$ cat config.mk
export PLATFORM = sky130hd
export DESIGN_NAME = mbist_patgen
export DESIGN_NICKNAME = d
export VERILOG_FILES = /design/src/rtl/mbist_pat_pkg.sv /design/src/rtl/mbist_pat_gen.sv /design/src/rtl/mbist_seq_ctrl.sv /design/src/rtl/mbist_cmp.sv /design/src/rtl/mbist_patgen.sv
export SDC_FILE = /design/constraint.sdc
export NUM_CORES = 1
export LEC_CHECK = 0
export ABC_AREA = 0
export BUFFER_PORTS_ARGS = -buffer_cell sky130_fd_sc_hd__buf_2
export CORE_MARGIN = 5
export CORE_UTILIZATION = 59
export DETAILED_ROUTE_END_ITERATION = 16
export HOLD_SLACK_MARGIN = 0.06
export PLACE_DENSITY = 0.81
export SLEW_MARGIN = 20
export SYNTH_ARGS = -nofsm -noshare
export SYNTH_HDL_FRONTEND = slang
export SYNTH_SLANG_ARGS = --single-unit
$ cat constraint.sdc
create_clock -name clk -period 4.7 [get_ports clk]
set_clock_uncertainty 0.1 [all_clocks]
set_input_delay 0.235 -clock clk [delete_from_list [all_inputs] [get_ports clk]]
set_output_delay 0.235 -clock clk [all_outputs]
set_load 0.02 [all_outputs]
$ cat src/rtl/mbist_pat_pkg.sv
`timescale 1ns/1ps
package mbist_pat_pkg;

    localparam int WORD_W = 32;
    localparam int LFSR_W = 31;
    localparam int TAP_HI = 30;
    localparam int TAP_LO = 27;
    localparam logic [LFSR_W-1:0] PRBS_SEED = 31'h2BAD_F00D;

    typedef enum logic [2:0] {
        PAT_INCR    = 3'd0,
        PAT_PRBS    = 3'd1,
        PAT_WALK1   = 3'd2,
        PAT_WALK0   = 3'd3,
        PAT_FLIP    = 3'd4,
        PAT_CHECKER = 3'd5
    } pat_mode_e;

    typedef enum logic [1:0] {
        CTL_IDLE  = 2'd0,
        CTL_WRITE = 2'd1,
        CTL_READ  = 2'd2
    } ctl_state_e;

    typedef struct packed {
        logic [WORD_W-1:0] idx;
        logic [LFSR_W-1:0] lfsr;
    } gen_state_t;

    typedef struct packed {
        logic [WORD_W-1:0] word;
        logic [LFSR_W-1:0] next;
    } prbs_step_t;

    // Run the shift register one step per output bit, collecting a full word.
    function automatic prbs_step_t prbs_run(input logic [LFSR_W-1:0] s);
        prbs_step_t r;
        logic [LFSR_W-1:0] st;
        logic fb;
        st     = s;
        r.word = '0;
        for (int k = 0; k < WORD_W; k++) begin
            fb     = st[TAP_HI] ^ st[TAP_LO];
            r.word = {r.word[WORD_W-2:0], fb};
            st     = {st[LFSR_W-2:0], fb};
        end
        r.next = st;
        return r;
    endfunction

    function automatic logic [WORD_W-1:0] pat_word(input logic [2:0] mode,
                                                   input gen_state_t gs);
        logic [WORD_W-1:0] one_hot;
        prbs_step_t ps;
        one_hot = {{(WORD_W-1){1'b0}}, 1'b1} << gs.idx[$clog2(WORD_W)-1:0];
        ps      = prbs_run(gs.lfsr);
        case (mode)
            PAT_PRBS:    pat_word = ps.word;
            PAT_WALK1:   pat_word = one_hot;
            PAT_WALK0:   pat_word = ~one_hot;
            PAT_FLIP:    pat_word = gs.idx[0] ? {WORD_W{1'b0}} : {WORD_W{1'b1}};
            PAT_CHECKER: pat_word = gs.idx[0] ? {(WORD_W/2){2'b10}} : {(WORD_W/2){2'b01}};
            default:     pat_word = gs.idx;
        endcase
    endfunction

endpackage

$ cat src/rtl/mbist_pat_gen.sv
`timescale 1ns/1ps
module mbist_pat_gen
    import mbist_pat_pkg::*;
(
    input  logic              clk,
    input  logic              rst,
    input  logic              load,
    input  logic              adv,
    input  logic [2:0]        mode,
    output logic [WORD_W-1:0] word
);
    gen_state_t gs;
    prbs_step_t nxt;

    always_comb nxt = prbs_run(gs.lfsr);

    always_ff @(posedge clk) begin
        if (rst || load) begin
            gs.idx  <= '0;
            gs.lfsr <= PRBS_SEED;
        end else if (adv) begin
            gs.idx  <= gs.idx + 1'b1;
            gs.lfsr <= nxt.next;
        end
    end

    always_comb word = pat_word(mode, gs);
endmodule

$ cat src/rtl/mbist_seq_ctrl.sv
`timescale 1ns/1ps
module mbist_seq_ctrl
    import mbist_pat_pkg::*;
#(
    parameter int CNT_W = 16
) (
    input  logic             clk,
    input  logic             rst,
    input  logic             start,
    input  logic [2:0]       mode_in,
    input  logic [CNT_W-1:0] count_in,
    input  logic             rd_valid,
    output logic             load,
    output logic [2:0]       mode_q,
    output logic             wr_fire,
    output logic             rd_fire,
    output logic [CNT_W-1:0] rd_idx,
    output logic             busy,
    output logic             done
);
    ctl_state_e       state;
    logic [CNT_W-1:0] count_q;
    logic [CNT_W-1:0] wr_cnt;
    logic [CNT_W-1:0] rd_cnt;
    logic [CNT_W-1:0] last_idx;

    always_comb begin
        load     = start && (state == CTL_IDLE);
        wr_fire  = (state == CTL_WRITE);
        rd_fire  = rd_valid && (state != CTL_IDLE);
        busy     = (state != CTL_IDLE);
        rd_idx   = rd_cnt;
        last_idx = count_q - 1'b1;
    end

    always_ff @(posedge clk) begin
        if (rst) begin
            state   <= CTL_IDLE;
            done    <= 1'b0;
            mode_q  <= '0;
            count_q <= '0;
            wr_cnt  <= '0;
            rd_cnt  <= '0;
        end else begin
            done <= 1'b0;
            if (load) begin
                mode_q  <= mode_in;
                count_q <= count_in;
                wr_cnt  <= '0;
                rd_cnt  <= '0;
                if (count_in == '0) begin
                    done <= 1'b1;
                end else begin
                    state <= CTL_WRITE;
                end
            end else begin
                if (wr_fire) begin
                    wr_cnt <= wr_cnt + 1'b1;
                    if (wr_cnt == last_idx) begin
                        state <= CTL_READ;
                    end
                end
                if (rd_fire) begin
                    rd_cnt <= rd_cnt + 1'b1;
                    if (rd_cnt == last_idx) begin
                        state <= CTL_IDLE;
                        done  <= 1'b1;
                    end
                end
            end
        end
    end
endmodule

$ cat src/rtl/mbist_cmp.sv
`timescale 1ns/1ps
module mbist_cmp
    import mbist_pat_pkg::*;
#(
    parameter int CNT_W = 16,
    parameter int ERR_W = 16
) (
    input  logic              clk,
    input  logic              rst,
    input  logic              clear,
    input  logic              rd_fire,
    input  logic [CNT_W-1:0]  rd_idx,
    input  logic [WORD_W-1:0] expected,
    input  logic [WORD_W-1:0] actual,
    output logic [ERR_W-1:0]  err_count,
    output logic              fail_seen,
    output logic [CNT_W-1:0]  fail_index,
    output logic [WORD_W-1:0] fail_expected,
    output logic [WORD_W-1:0] fail_actual
);
    localparam logic [ERR_W-1:0] ERR_MAX = {ERR_W{1'b1}};

    logic miss;
    always_comb miss = rd_fire && (actual != expected);

    always_ff @(posedge clk) begin
        if (rst || clear) begin
            err_count     <= '0;
            fail_seen     <= 1'b0;
            fail_index    <= '0;
            fail_expected <= '0;
            fail_actual   <= '0;
        end else if (miss) begin
            if (err_count != ERR_MAX) begin
                err_count <= err_count + 1'b1;
            end
            if (!fail_seen) begin
                fail_seen     <= 1'b1;
                fail_index    <= rd_idx;
                fail_expected <= expected;
                fail_actual   <= actual;
            end
        end
    end
endmodule

$ cat src/rtl/mbist_patgen.sv
`timescale 1ns/1ps
module mbist_patgen
    import mbist_pat_pkg::*;
#(
    parameter int CNT_W = 16,
    parameter int ERR_W = 16
) (
    input  logic              clk,
    input  logic              rst,
    input  logic              start,
    input  logic [2:0]        mode,
    input  logic [CNT_W-1:0]  word_count,
    output logic              busy,
    output logic              done,
    output logic [WORD_W-1:0] wr_data,
    output logic              wr_valid,
    input  logic [WORD_W-1:0] rd_data,
    input  logic              rd_valid,
    output logic [ERR_W-1:0]  err_count,
    output logic              fail_seen,
    output logic [CNT_W-1:0]  fail_index,
    output logic [WORD_W-1:0] fail_expected,
    output logic [WORD_W-1:0] fail_actual
);
    logic              load;
    logic [2:0]        mode_q;
    logic              wr_fire;
    logic              rd_fire;
    logic [CNT_W-1:0]  rd_idx;
    logic [WORD_W-1:0] exp_word;

    mbist_seq_ctrl #(.CNT_W(CNT_W)) u_ctrl (
        .clk      (clk),
        .rst      (rst),
        .start    (start),
        .mode_in  (mode),
        .count_in (word_count),
        .rd_valid (rd_valid),
        .load     (load),
        .mode_q   (mode_q),
        .wr_fire  (wr_fire),
        .rd_fire  (rd_fire),
        .rd_idx   (rd_idx),
        .busy     (busy),
        .done     (done)
    );

    mbist_pat_gen u_wr_gen (
        .clk  (clk),
        .rst  (rst),
        .load (load),
        .adv  (wr_fire),
        .mode (mode_q),
        .word (wr_data)
    );

    mbist_pat_gen u_rd_gen (
        .clk  (clk),
        .rst  (rst),
        .load (load),
        .adv  (rd_fire),
        .mode (mode_q),
        .word (exp_word)
    );

    mbist_cmp #(.CNT_W(CNT_W), .ERR_W(ERR_W)) u_cmp (
        .clk           (clk),
        .rst           (rst),
        .clear         (load),
        .rd_fire       (rd_fire),
        .rd_idx        (rd_idx),
        .expected      (exp_word),
        .actual        (rd_data),
        .err_count     (err_count),
        .fail_seen     (fail_seen),
        .fail_index    (fail_index),
        .fail_expected (fail_expected),
        .fail_actual   (fail_actual)
    );

    always_comb wr_valid = wr_fire;
endmodule

# Word-level counts from Yosys, hierarchy flattened
# Index checks and enable logic that the tools add are counted.
# totals
ff_bits	277
latch_bits	0
ramBits	0
rom_bits	0
in_bits	55
output_inout_bits	132
word_cells	127
memories	0
# op_classes
addsub	6
n_mul	0
n_div	0
magnitude_cmp	0
eq_ne	11
n_shift	2
n_mux	16
n_bitwise	67
n_reduce_logical	10
# ops
cell	count
32-bit one-hot mux with 5 select lines	2
32-bit 2-to-1 mux	4
32-bit by 1-bit adder with 32-bit output, second input constant	2
32-bit inverter	2
1-bit by 5-bit left shift with 32-bit output, first input constant	2
1-bit bitwise XOR	64
16-bit by 1-bit adder with 16-bit output, second input constant	3
16-bit equality test	2
32-bit != test	1
16-bit logical NOT	1
16-bit != test, second input constant	1
16-bit by 1-bit subtractor with 16-bit output, second input constant	1
2-bit 2-to-1 mux	6
3-bit by 2-bit equality test with 1-bit output, second input constant	2
3-bit equality test, second input constant	2
1-bit 2-to-1 mux	4
2-bit AND reduction	2
3-bit by 1-bit equality test with 1-bit output, second input constant	1
1-bit logical AND	3
2-bit by 1-bit equality test with 1-bit output, second input constant	1
2-bit logical NOT	1
2-bit != test, second input constant	1
2-bit nonzero test	1
2-bit OR reduction	1
other kinds (2)	2

# Logic depth before layout (Yosys ltp)
# depth
word_depth	7
depth_mapped	17

# By module
# A second synthesis with hierarchy kept.
# unflattened
cells_unflattened	1905
area_unflattened_um2	15904.0
# modules_own_cells
module	instances	cells_each	area_per_inst_um2	seq_area_each_um2
mbist_pat_gen	2	504	4186.5	1261.2
mbist_cmp	1	502	4356.7	1941.9
mbist_seq_ctrl	1	395	3174.3	1081.0

# Least setup slack after synthesis
# No wires, ideal clock.
# synth_path
path_type	reg-to-reg
start	reg u_rd_gen.gs[33] in the netlist's numbering
end	reg u_cmp.fail_actual[18]
setup_ns	0.087
arrival_ns	3.224
t_required_ns	4.513
slack_ns	1.289
stages_incl_launch_ff	17
path_buffers	4
period_less_slack_ns	3.411
path_cell_list	dfxtp_1 clkbuf_1 buf_2 inv_1 ha_1 nor3b_2 xnor2_1 a221oi_1 o21bai_1 o2111ai_1 a2111oi_1 nand4_2 o21ai_4 buf_6 buf_6 nand3_1 o31ai_1
# synth_via
elab_chain_len	6
# synth_rtl
element	line_no	rtl
start, declared	mbist_pat_gen.sv:12	gen_state_t gs;
1-bit by 5-bit left shift with 32-bit output	mbist_pat_pkg.sv:55	one_hot = {{(WORD_W-1){1'b0}}, 1'b1} << gs.idx[$clog2(WORD_W)-1:0];
32-bit inverter	mbist_pat_pkg.sv:60	PAT_WALK0: pat_word = ~one_hot;
32-bit one-hot mux with 5 select lines *	mbist_pat_pkg.sv:57	case (mode)
32-bit != test *	mbist_cmp.sv:24	always_comb miss = rd_fire && (actual != expected);
1-bit logical AND *	mbist_cmp.sv:24	
2-bit AND reduction (no line) *	-	
end signal, assigned	mbist_cmp.sv:41	fail_actual <= actual;
end, declared	mbist_cmp.sv:19	output logic [WORD_W-1:0] fail_actual
# Every way passes the cells marked *; elsewhere a longest branch is shown, timed or not.
# A chain may end at the register's enable or synchronous reset.

# Worst setup path after layout
# layout_path
start	reg u_ctrl.mode_q[1]
end	reg u_cmp.fail_expected[9]
# layout_via
elab_chain_len	5
elab_cells_between_ends	9
cone_classes	6 x eq/ne; 1 x mux; 2 x reduce/logical
# layout_rtl
element	line_no	rtl
start, declared	mbist_seq_ctrl.sv:14	output logic [2:0] mode_q,
start signal, assigned	mbist_seq_ctrl.sv:47	mode_q <= mode_in;
3-bit equality test, or another cell as far along	mbist_pat_pkg.sv:57	
32-bit one-hot mux with 5 select lines *	mbist_pat_pkg.sv:57	
32-bit != test	mbist_cmp.sv:24	
1-bit logical AND	mbist_cmp.sv:24	
2-bit AND reduction (no line)	-	
end signal, assigned	mbist_cmp.sv:40	fail_expected <= expected;
end, declared	mbist_cmp.sv:18	output logic [WORD_W-1:0] fail_expected,
# Marks and branches as above.

==> results by group <==
Timing
  • Worst hold margin: roughly 0.13 ns
  • Final period util: 92.9%
  • Slew Limit Fails: 0
  • Final hold violation count: 0
  • Max transition margin: 27.2%
  • Post-Route Setup TNS: 0 ns
  • Final setup viols: 0
  • Least-Margin Pin Slew: approximately 1.1 ns
  • Max Clock Freq: 0.229 GHz
  • RSZ-0062 raised after global routing: no
  • Min Tclk post-route: about 4.4 ns

Global routing
  • Remaining Overflow, GRT: 0
  • Vias in the first global route: 14868
  • GR peak layer: met2
  • GR Layer Usage met3: 7.07%
  • Initial antenna violation count: 0
  • Global-route wire length before repair: 82.5 mm
  • Total track usage: 33.1%
  • Met2 Track Usage GR: 51.7%
  • Largest net degree at the start of global routing: 107
  • Met1 Resource Use GR: between 40% and 50%

Critical path
  • Worst stage delay on the critical path: about 0.80 ns
  • Startpoint class of the critical path: flop
  • Worst Path Required: 5.05 ns
  • Arrival time at the worst endpoint: 4.71 ns
  • Crit Path Max Fanout: 50
  • Worst path cell trace: buf_4 > and4bb_2 > a2111oi_0 > a211oi_1 > a2111o_1 > nor4_1 > buf_4 > nand4_2 > o21ai_4 > buf_12 > buf_4 > nand3_1 > o41ai_1
  • Slowest stage cell, crit path: a2111oi_0
  • Critical path type: flop to flop
  • Most frequent CP cell: buf_4
  • Critical Path End Type: flop

Routing
  • TritonRoute pass-1 iters: 8
  • Via density: 6.32
  • # DRC: 0
  • Post-Route WL: 52.2 mm
  • Total number of vias: 15831
  • Drt wl/cell: roughly 21 um
  • Remaining antenna violation count: 0
  • Initial DRC count: 1920

Floorplanning
  • Ports: approximately 190
  • Die area: 30000 um2
  • Die span in y: 173 um
  • Rows: 59
  • Starting Density: 60.2%
  • Core Footprint: 26100 um2
  • Die outline width: 173 um

Clock network
  • H-Tree Depth: 1
  • Post-CTS Resized: 0
  • Clock root cell: clkbuf_16
  • Clock Path Buffers: 3
  • Clk pin slew, worst setup/hold paths: around 0.060 ns
  • Num CTS Buffers: 30
  • Clk sinks: 277
  • Latest clock arrival within the worst-skew pair: ~0.56 ns
  • CTS tree: yes

Final layout
  • Cell Count, Final, Fillers Out: between 2000 and 3000
  • Area grow syn2layout: 16.5%
  • Share of cells above drive strength 1: 14.5%
  • Nets: 2219
  • Core Util, Final: 70.1%
  • Ant. Diodes: 0
  • Fin area: 18300 um2
  • Fillcell total: 2058

Logic synthesis
  • Leading area contributor after synthesis: dfxtp_1
  • Largest cells by area after synthesis: dfxtp_1 (35%), xnor2_1 (6.9%), xor2_1 (6.7%), nand2_1 (6.1%), nor2_1 (5.1%)
  • Mapped Nets: between 2000 and 2500
  • Main synth FF type: dfxtp_1
  • Distinct cells, synth: slightly below 100
  • Synth top cells by count: dfxtp_1 (277), nand2_1 (254), nor2_1 (212)
  • Sequential fraction of the synthesis area: between 30% and 40%
  • Post-synthesis cell count: about 2000
  • Syn Std Cell Area: ~16000 um2
  • Post-synth EDFFs: 0
  • Synth warnings: 0
  • Top-count cell post-synth: dfxtp_1
  • Syn avg cell area: 7.93 um2
  • Ys async rst share: 0%
  • Area fraction of the dominant cell type after synthesis: 35.3%
  • FF+latch count, synth: 277

Power
  • Max VDD drop: 245 uV
  • Pwr/cell area: approximately 330 nW/um2
  • Leakage: approximately 7 nW

Place
  • IO Port Bufs: 186
  • Half-perimeter wire length after placement: 36.7 mm
  • Global placement routability congestion: 1.06
  • Placed instance area: 16800 um2
  • Cells after DPL: 2400

Outcome
  • Status: finished, final reports clean

Worst hold path
  • HP Class: primary input to flop

Job
  • Max Cap Viol: 0
layout by cell type (no fill, tap or decap), drive strengths merged, types with 20 or more instances in the layout:
| cell type | netlist | final |
|---|---|---|
| a21oi | 84 | 84 |
| xnor2 | 124 | 124 |
| a211oi | 35 | 35 |
| nand4 | 25 | 25 |
| dfxtp | 277 | 277 |
| o211ai | 26 | 26 |
| nor3 | 29 | 29 |
| and3 | 20 | 20 |
| inv | 37 | 37 |
| o221ai | 21 | 21 |
| or3 | 23 | 23 |
| buf | 65 | 235 |
| nor2 | 213 | 213 |
| dlygate4sd3 | 0 | 51 |
| nand2 | 254 | 254 |
| nand3 | 158 | 158 |
| o21ai | 93 | 93 |
| xor2 | 121 | 121 |
| o31ai | 25 | 25 |
| clkbuf | 87 | 42 |
routing by layer:
layer	vias up	wire, um
li1	7293	-
met1	7461	21500
met2	930	22900
met3	147	5500
met4	0	2220
met5	-	0
worst paths after layout:
check | cells after the start | slack [ns] | startpoint | end
worst max register to register | 13 | 0.34 | u_ctrl.mode_q[1] | u_cmp.fail_expected[9]
worst min register to register | 2 | 0.36 | u_cmp.fail_actual[19] | u_cmp.fail_actual[19]
worst max-delay path | 13 | 0.34 | u_ctrl.mode_q[1] | u_cmp.fail_expected[9]
worst min-delay path | 2 | 0.13 | rst | u_ctrl.done
where the power goes:
part,switching [mW],internal (mW)
clock,0.975,1.44
sequential,0.0735,2.41
combinational,0.749,0.417
total,1.80,4.27
through the flow:
stage          worst slack, ns  power [mW]
3_5_place_dp             0.566        3.62
5_1_grt                  0.242        6.27
3_3_place_gp             0.758        3.61
4_1_cts                  0.521        6.06
2_1_floorplan             1.29        3.28
6_report                 0.336        6.06
cells by family (layout without fill, tap and decap cells):
group / Yosys count / after routing / synth area share, %
AO/OA/AOI/OAI: 406 / 406 / 17.9
buffers and inverters: 190 / 378 / 5.76
XOR/XNOR: 245 / 245 / 13.6
multiplexers: 15 / 15 / 0.955
flip-flops: 277 / 277 / 35.3
AND/OR/NAND/NOR: 833 / 833 / 25.2
adder cells (fa/ha/maj): 16 / 16 / 1.27
state kept, by name, summed over array words and instances, names as in the netlist:
register             flops
u_wr_gen.gs             63
u_cmp.fail_index        16
u_ctrl.state             2
u_ctrl.count_q          16
u_cmp.fail_seen          1
u_rd_gen.gs             63
u_ctrl.rd_idx           16
u_ctrl.mode_q            3
u_cmp.err_count         16
u_ctrl.done              1
u_ctrl.wr_cnt           16
u_cmp.fail_expected     32
u_cmp.fail_actual       32
layout make-up:
type                    count  area, um2  area share [%]
multi-input cells        1515       9310            50.8
flip-flops and latches    277       5550            30.3
repair buffers            286       1870            10.2
clock buffers              42        866            4.73
well taps                 335        419            2.29
clock inverters            12        155           0.847
inverters                  38        145           0.793
worst max-delay path: cells and delay by family, from the launching register on:
| kind | cells | cell delay [ns] |
|---|---|---|
| AOI/OAI and AO/OA | 5 | 1.65 |
| buffers and inverters | 4 | 0.97 |
| and+or+nand+nor | 4 | 0.95 |
| DFF | 1 | 0.54 |
what timing repair did:
| action | CTS | global route |
|---|---|---|
| hold endpoints to repair | 53 | 0 |
| setup buffers | 0 | 0 |
| hold buffers | 51 | 0 |
No activity file was read; power rests on OpenSTA's default activity.
